--- src/rtl/pin_event_pkg.sv ---
package pin_event_pkg;
  localparam int unsigned PEV_BANKS      = 8;
  localparam int unsigned PEV_BANK_PINS  = 8;
  localparam int unsigned PEV_ADDR_W     = 6;
  localparam int unsigned PEV_CFG_BASE   = 'h10;
  localparam int unsigned PEV_STAT_BASE  = 'h20;

  // 2-bit per-pin event selector
  typedef enum logic [1:0] {
    EV_OFF  = 2'b00,
    EV_RISE = 2'b01,
    EV_FALL = 2'b10,
    EV_BOTH = 2'b11
  } ev_sel_e;

  function automatic int unsigned cfg_addr_of(input int unsigned bank);
    return PEV_CFG_BASE + 2 * bank;
  endfunction

  function automatic int unsigned stat_addr_of(input int unsigned bank);
    return PEV_STAT_BASE + bank;
  endfunction
endpackage

--- src/rtl/pin_event_frame_ref.sv ---
// Holds the capture of the previous frame and reports per-pin transitions
// on each strobe once a reference exists.
module pin_event_frame_ref #(
  parameter int unsigned N = 64
) (
  input  logic         clk,
  input  logic         rst_n,
  input  logic         frame_done,
  input  logic [N-1:0] cap_in,
  output logic         cmp_valid,
  output logic [N-1:0] rise_vec,
  output logic [N-1:0] fall_vec
);
  logic [N-1:0] prev_q;
  logic         primed_q;

  always_ff @(posedge clk or negedge rst_n) begin
    if (!rst_n) begin
      prev_q   <= '0;
      primed_q <= 1'b0;
    end else if (frame_done) begin
      prev_q   <= cap_in;
      primed_q <= 1'b1;
    end
  end

  assign cmp_valid = frame_done & primed_q;
  assign rise_vec  = cap_in & ~prev_q;
  assign fall_vec  = ~cap_in & prev_q;
endmodule

--- src/rtl/pin_event_bank.sv ---
// One bank: event configuration word and write-one-to-clear status byte.
module pin_event_bank
  import pin_event_pkg::*;
#(
  parameter int unsigned W = 8
) (
  input  logic           clk,
  input  logic           rst_n,
  input  logic           cfg_we,
  input  logic [2*W-1:0] cfg_wdata,
  input  logic           clr_we,
  input  logic [W-1:0]   clr_mask,
  input  logic           cmp_valid,
  input  logic [W-1:0]   rise,
  input  logic [W-1:0]   fall,
  output logic [2*W-1:0] cfg_q,
  output logic [W-1:0]   status_q
);
  logic [W-1:0] evt;
  logic [W-1:0] status_d;

  for (genvar p = 0; p < W; p++) begin : g_pin
    ev_sel_e sel;
    assign sel    = ev_sel_e'(cfg_q[2*p +: 2]);
    assign evt[p] = cmp_valid &
                    ((rise[p] & sel[0]) | (fall[p] & sel[1]));
  end

  // clear first, then set: a same-cycle event wins
  always_comb begin
    status_d = status_q;
    if (clr_we) status_d = status_d & ~clr_mask;
    status_d = status_d | evt;
  end

  always_ff @(posedge clk or negedge rst_n) begin
    if (!rst_n) begin
      cfg_q    <= '0;
      status_q <= '0;
    end else begin
      if (cfg_we) cfg_q <= cfg_wdata;
      status_q <= status_d;
    end
  end
endmodule

--- src/rtl/pin_event_irq.sv ---
// Registered reduction of all status bits into one level interrupt.
module pin_event_irq #(
  parameter int unsigned N = 64
) (
  input  logic         clk,
  input  logic         rst_n,
  input  logic [N-1:0] status_all,
  output logic         irq
);
  always_ff @(posedge clk or negedge rst_n) begin
    if (!rst_n) irq <= 1'b0;
    else        irq <= |status_all;
  end
endmodule

--- src/rtl/pin_event_detector.sv ---
module pin_event_detector
  import pin_event_pkg::*;
#(
  parameter int unsigned NUM_BANKS = PEV_BANKS,
  parameter int unsigned BANK_PINS = PEV_BANK_PINS,
  parameter int unsigned ADDR_W    = PEV_ADDR_W
) (
  input  logic                           clk,
  input  logic                           rst_n,
  input  logic                           frame_done,
  input  logic [NUM_BANKS*BANK_PINS-1:0] cap_in,
  input  logic                           reg_wr,
  input  logic [ADDR_W-1:0]              reg_addr,
  input  logic [2*BANK_PINS-1:0]         reg_wdata,
  output logic [2*BANK_PINS-1:0]         reg_rdata,
  output logic                           irq
);
  localparam int unsigned NUM_PINS = NUM_BANKS * BANK_PINS;
  localparam int unsigned CFG_W    = 2 * BANK_PINS;

  logic                       cmp_valid;
  logic [NUM_PINS-1:0]        rise_vec;
  logic [NUM_PINS-1:0]        fall_vec;
  logic [NUM_BANKS*CFG_W-1:0] cfg_all;
  logic [NUM_PINS-1:0]        status_all;

  pin_event_frame_ref #(.N(NUM_PINS)) u_ref (
    .clk        (clk),
    .rst_n      (rst_n),
    .frame_done (frame_done),
    .cap_in     (cap_in),
    .cmp_valid  (cmp_valid),
    .rise_vec   (rise_vec),
    .fall_vec   (fall_vec)
  );

  for (genvar b = 0; b < NUM_BANKS; b++) begin : g_bank
    localparam logic [ADDR_W-1:0] CFG_A  = ADDR_W'(cfg_addr_of(b));
    localparam logic [ADDR_W-1:0] STAT_A = ADDR_W'(stat_addr_of(b));
    logic cfg_we, clr_we;
    assign cfg_we = reg_wr && (reg_addr == CFG_A);
    assign clr_we = reg_wr && (reg_addr == STAT_A);

    pin_event_bank #(.W(BANK_PINS)) u_bank (
      .clk       (clk),
      .rst_n     (rst_n),
      .cfg_we    (cfg_we),
      .cfg_wdata (reg_wdata),
      .clr_we    (clr_we),
      .clr_mask  (reg_wdata[BANK_PINS-1:0]),
      .cmp_valid (cmp_valid),
      .rise      (rise_vec[b*BANK_PINS +: BANK_PINS]),
      .fall      (fall_vec[b*BANK_PINS +: BANK_PINS]),
      .cfg_q     (cfg_all[b*CFG_W +: CFG_W]),
      .status_q  (status_all[b*BANK_PINS +: BANK_PINS])
    );
  end

  always_comb begin
    reg_rdata = '0;
    for (int b = 0; b < NUM_BANKS; b++) begin
      if (reg_addr == ADDR_W'(cfg_addr_of(b)))
        reg_rdata = cfg_all[b*CFG_W +: CFG_W];
      if (reg_addr == ADDR_W'(stat_addr_of(b)))
        reg_rdata = {{(CFG_W-BANK_PINS){1'b0}},
                     status_all[b*BANK_PINS +: BANK_PINS]};
    end
  end

  pin_event_irq #(.N(NUM_PINS)) u_irq (
    .clk        (clk),
    .rst_n      (rst_n),
    .status_all (status_all),
    .irq        (irq)
  );
endmodule

--- config.mk ---
export PLATFORM = sky130hd
export DESIGN_NAME = pin_event_detector
export DESIGN_NICKNAME = d
export VERILOG_FILES = /design/src/rtl/pin_event_pkg.sv /design/src/rtl/pin_event_frame_ref.sv /design/src/rtl/pin_event_bank.sv /design/src/rtl/pin_event_irq.sv /design/src/rtl/pin_event_detector.sv
export SDC_FILE = /design/constraint.sdc
export NUM_CORES = 1
export LEC_CHECK = 0
export CAP_MARGIN = 5
export CORE_MARGIN = 3
export CORE_UTILIZATION = 55
export CTS_CLUSTER_SIZE = 24
export DETAILED_ROUTE_END_ITERATION = 7
export HOLD_SLACK_MARGIN = 0.06
export PLACE_DENSITY = 0.76
export SLEW_MARGIN = 30
export SYNTH_ARGS = -nofsm -noshare
export SYNTH_HDL_FRONTEND = slang
export SYNTH_HIERARCHICAL = 1
export SYNTH_SLANG_ARGS = --single-unit
--- constraint.sdc ---
create_clock -name clk -period 2.9 [get_ports clk]
set_clock_uncertainty 0.1 [all_clocks]
set_input_delay 0.435 -clock clk [delete_from_list [all_inputs] [get_ports clk]]
set_output_delay 0.435 -clock clk [all_outputs]
set_load 0.05 [all_outputs]
# After elaboration in Yosys (flattened, before gate mapping)
# Cells that the tools add are included.
# word_totals
out_inout_bits	17
word_cells	354
regBits	258
in_bits	90
# op_classes
bitwise_logic	278
mux	24
reduce_logical	17
n_eq_ne	16
# op_table
operator	count
two-way mux 16 bit	16
bitwise AND 1 bit	193
bitwise AND 64 bit	2
inverter 64 bit	2
bitwise AND 8 bit	8
two-way mux 8 bit	8
OR 1 bit	64
OR 8 bit	8
OR reduction 64 bit	1
== test 6 x 5 -> 1 bit (second input constant)	8
== test 6 bit (second input constant)	8
logical AND 1 bit	16
inverter 8 bit	1

# Logic depth before layout (Yosys ltp)
# logic_depth
ltp_word	17
depth_mapped	10
depth_no_buf	6

# Modules after synthesis
# The synthesis kept the hierarchy.
# modules_own_cells
module	seq_area_each_um2	area_each_um2	instances	cells_each
pin_event_bank	600.6	1027.2	8	68
pin_event_frame_ref	1626.6	3369.5	1	266
pin_event_detector	0.0	1789.2	1	270
pin_event_irq	25.0	163.9	1	22

# Worst setup path before layout
# No wires, ideal clock.
# synth_path
kind	input to output
from	input reg_addr[3]
to	output reg_rdata[5]
slack_ps	-339
stages	8
n_path_buf	2
t_arrival_ps	2704
t_required_ps	2365
cell_sequence	buf_2 -> or4b_4 -> buf_6 -> nor3_1 -> a221o_1 -> a211oi_1 -> or4_1 -> a21oi_1
# synth_via
elab_chain_len	17
word_cells_on_any_way	32
classes_between	eq/ne: 16; mux: 16
# synth_lines
item	line	source
start: declaration	pin_event_detector.sv:13	input logic [ADDR_W-1:0] reg_addr,
== test 6 x 5 -> 1 bit	pin_event_detector.sv:62	if (reg_addr == ADDR_W'(cfg_addr_of(b)))
two-way mux 16 bit	pin_event_detector.sv:62	
two-way mux 16 bit	pin_event_detector.sv:64	if (reg_addr == ADDR_W'(stat_addr_of(b)))
two-way mux 16 bit	pin_event_detector.sv:62	
two-way mux 16 bit	pin_event_detector.sv:64	
two-way mux 16 bit	pin_event_detector.sv:62	
two-way mux 16 bit	pin_event_detector.sv:64	
two-way mux 16 bit	pin_event_detector.sv:62	
two-way mux 16 bit	pin_event_detector.sv:64	
two-way mux 16 bit	pin_event_detector.sv:62	
two-way mux 16 bit	pin_event_detector.sv:64	
two-way mux 16 bit	pin_event_detector.sv:62	
two-way mux 16 bit	pin_event_detector.sv:64	
two-way mux 16 bit	pin_event_detector.sv:62	
two-way mux 16 bit	pin_event_detector.sv:64	
two-way mux 16 bit	pin_event_detector.sv:62	
two-way mux 16 bit *	pin_event_detector.sv:64	
end: declaration	pin_event_detector.sv:15	output logic [2*BANK_PINS-1:0] reg_rdata,
# Mark *: on every way between the ends. The rest lies on a longest branch, timed or not.

# Worst setup path in the final report
# layout_path
from	input reg_addr[4]
to	output reg_rdata[2]
# Same word-level chain as after synthesis.

==> flow_summary.ini <==
[outcome]
status = finished, violations left
violations = negative setup slack

[timing]
relSlewSlack_pct = 38.19
post-route-period-util_pct = 106.8
slew_viol_final = 0
layout_setup_ws_ns = -0.1959
layout_min_cycle_time_ns = 3.096
whs_ns = 0.3179
timing_hold_violations_final = 0
tightestPinTransition_ns = 0.9242
grt_setup_unrepaired = true
setup-violations-final = 8
fmax_mhz = 323.0

[floorplan]
die_area_um2 = 26540
boundaryPins = 107
die_y_um = 162.9
start_util_pct = 56.84
fp-row-count = 56
fp.coreArea_um2 = 23820
die_x_um = 162.9

[synthesis]
synth_cell_type_count = 55
ys_top_cells_by_count = dfrtp_1, a22o_1, nor2b_1, mux2_4, mux2_2
ys.flop_type = dfrtp_1
synth-edff-count = 0
synth.most_common_cell = dfrtp_1
synth-seq-cells = 258
syn_area_per_cell_um2 = 12.29
yosysTopAreaCell = dfrtp_1
synthCells = 1102
ys_warn_count = 6
syn_area_um2 = 13540
syn_nets = 1192
seq_area_frac_synth_pct = 47.68
synth_top_area_share_pct = 47.68
synth.top_cells.by_area = dfrtp_1, mux2_4, a22o_1
async_flop_share_pct = 100.0

[worst_setup_path]
cp-start-kind = primary input
path_max_fanout = 5
cp.arrival_ns = 2.56
crit_type = in -> out
path_cells = buf_2 > or4b_4 > buf_4 > nor3_2 > nor4_1 > or4_4 > a31oi_4 > o22a_2 > buf_12
slowest_stage = or4b_4
worstPathRequired_ns = 2.37
cp-end-kind = output port
critPathMaxStageDelay_ns = 0.61

[routing]
drc = 0
ant_nets = 0
drt-total-wl_mm = 40.12
first_pass_iters = 5
drtIter0Drc = 921
vias_per_cell = 6.224
vias = 10158
avgRoutedWirePerCell_um = 24.58

[placement]
gp_congestion = 0.9998
dpl_worst_slack_ns = -0.7063
hpwl_mm = 29.12
port_buffers = 106

[global_routing]
grt_max_degree = 67
grtUsageTotal_pct = 30.44
overflow = 0
grt_antenna_before_repair = 0
grt_pass1_wl_mm = 62.42
grt_pass1_vias = 10650

[finish]
diodes = 0
fillers = 1681
fin_nets = 1383
area_growth_pct = 25.50
drive_gt1_share_pct = 33.28
ff_latch_area_um2 = 6456
final_util_pct = 71.33
multi_input_area_um2 = 6965

[clock_network]
htree_levels = 1
cts_sinks = 258
cts.path.max_buffers = 3
clk_pin_slew_ns = 0.06
numCtsBuffers = 28
root_buffer = clkbuf_16
clkLatencyLatePin_ns = 0.56
cts_tree = yes

[run]
cap_violations = 0

[power_and_ir_drop]
irDropWorstVdd_uv = 505.2
p_leak_nw = 7.486
power_density_nw_per_um2 = 633.2
power_mw = 10.76

[hold_path]
hp-class = in -> async
## final cells by class
cell class | count | area share [%]
clock buffers | 41 | 4.823
clock inverters | 9 | 0.7804
inverters | 5 | 0.1104
multi-input cells | 779 | 40.99
flip-flops and latches | 258 | 37.99
well taps | 319 | 2.349
repair buffers | 221 | 12.96
## per-layer routing
metal  up-vias  routed length, um  global-route usage [%]
met2       370              19370                   50.17
met4         0               1183                   9.227
met5         -                  0                       0
met3        83               2346                   4.908
li1       4530                  -                       -
met1      5175              17220                   41.72
## metrics by stage
| step | area [um2] | cells | TNS [ns] |
|---|---|---|---|
| after global placement | 15600 | 1572 | -17.79 |
| after detailed placement | 15600 | 1572 | -17.30 |
| after global routing | 16990 | 1632 | -1.432 |
| final | 16990 | 1632 | -1.121 |
| after floorplan | 13570 | 1102 | 0 |
| after CTS | 16870 | 1630 | -1.035 |
## cell usage in the layout (no fill, tap or decap), drive strengths merged, types with 5 or more instances in the layout
cell type,instances
dfrtp,258
mux2,192
buf,138
a22o,135
nor2b,131
clkdlybuf4s50,82
nand2,72
clkbuf,41
a22oi,25
o21ai,23
nor4,21
and3,20
a21oi,19
nor2,15
a221o,9
o22ai,9
and2,9
nand3,9
nor3,9
mux2i,8
a221oi,8
or4,8
a21o,6
inv,6
o22a,6
a31oi,6
o32ai,5
clkinv,5
## critical path, delay by kind of cell
family	cells	cell delay, ns
and+or+nand+nor	4	1.29
buffers and inverters	3	0.44
AOI/OAI and AO/OA	2	0.38
## path summary, 6_finish.rpt
| kind | startpoint | endpoint | slack, ns | cells after the start |
|---|---|---|---|---|
| worst min register to register | u_ref/primed_q$_DFFE_PN0P_ | u_ref/primed_q$_DFFE_PN0P_ | 0.36 | 1 |
| worst min-delay path | rst_n | g_bank[1].u_bank/cfg_q[6]$_DFFE_PN0P_ | 0.32 | 2 |
| min in group clk | u_ref/primed_q$_DFFE_PN0P_ | u_ref/primed_q$_DFFE_PN0P_ | 0.36 | 1 |
| max in group asynchronous | rst_n | g_bank[4].u_bank/cfg_q[14]$_DFFE_PN0P_ | 1.51 | 3 |
| worst max register to register | g_bank[3].u_bank/status_q[1]$_DFF_PN0_ | u_irq/irq$_DFF_PN0_ | 0.87 | 3 |
| worst max-delay path | reg_addr[4] | reg_rdata[2] | -0.20 | 9 |
## logic make-up (layout without fill, tap and decap cells)
kind of cell / after synthesis / count (layout) / share of synthesized area (%)
AND/OR/NAND/NOR: 317 / 318 / 13.59
buffers and inverters: 66 / 276 / 3.696
flip-flops: 258 / 258 / 47.68
multiplexers: 200 / 200 / 19.83
AO/OA/AOI/OAI: 261 / 261 / 15.20
## report_power, final
| group | total, mW | switching (mW) | internal (mW) |
|---|---|---|---|
| Combinational | 1.86 | 0.740 | 1.12 |
| Clock | 3.63 | 1.49 | 2.15 |
| Sequential | 5.26 | 0.922 | 4.34 |
| Total | 10.8 | 3.15 | 7.61 |
## flip-flops by register name, indices dropped and copies added, names as in the netlist
| register | count |
|---|---|
| g_bank.u_bank/status_q | 64 |
| u_irq/irq | 1 |
| g_bank.u_bank/cfg_q | 128 |
| u_ref/prev_q | 64 |
| u_ref/primed_q | 1 |
## what timing repair did
action | 4_1_cts | 5_1_grt
resized for setup | 78 | 25
endpoints found under the hold margin | 59 | 0
endpoints found under the setup margin | 16 | 16
setup buffers | 6 | 2
hold buffers | 1 | 0
gates cloned | 1 | 0
pin swaps | 15 | 11
No activity file was read; power rests on OpenSTA's default activity.
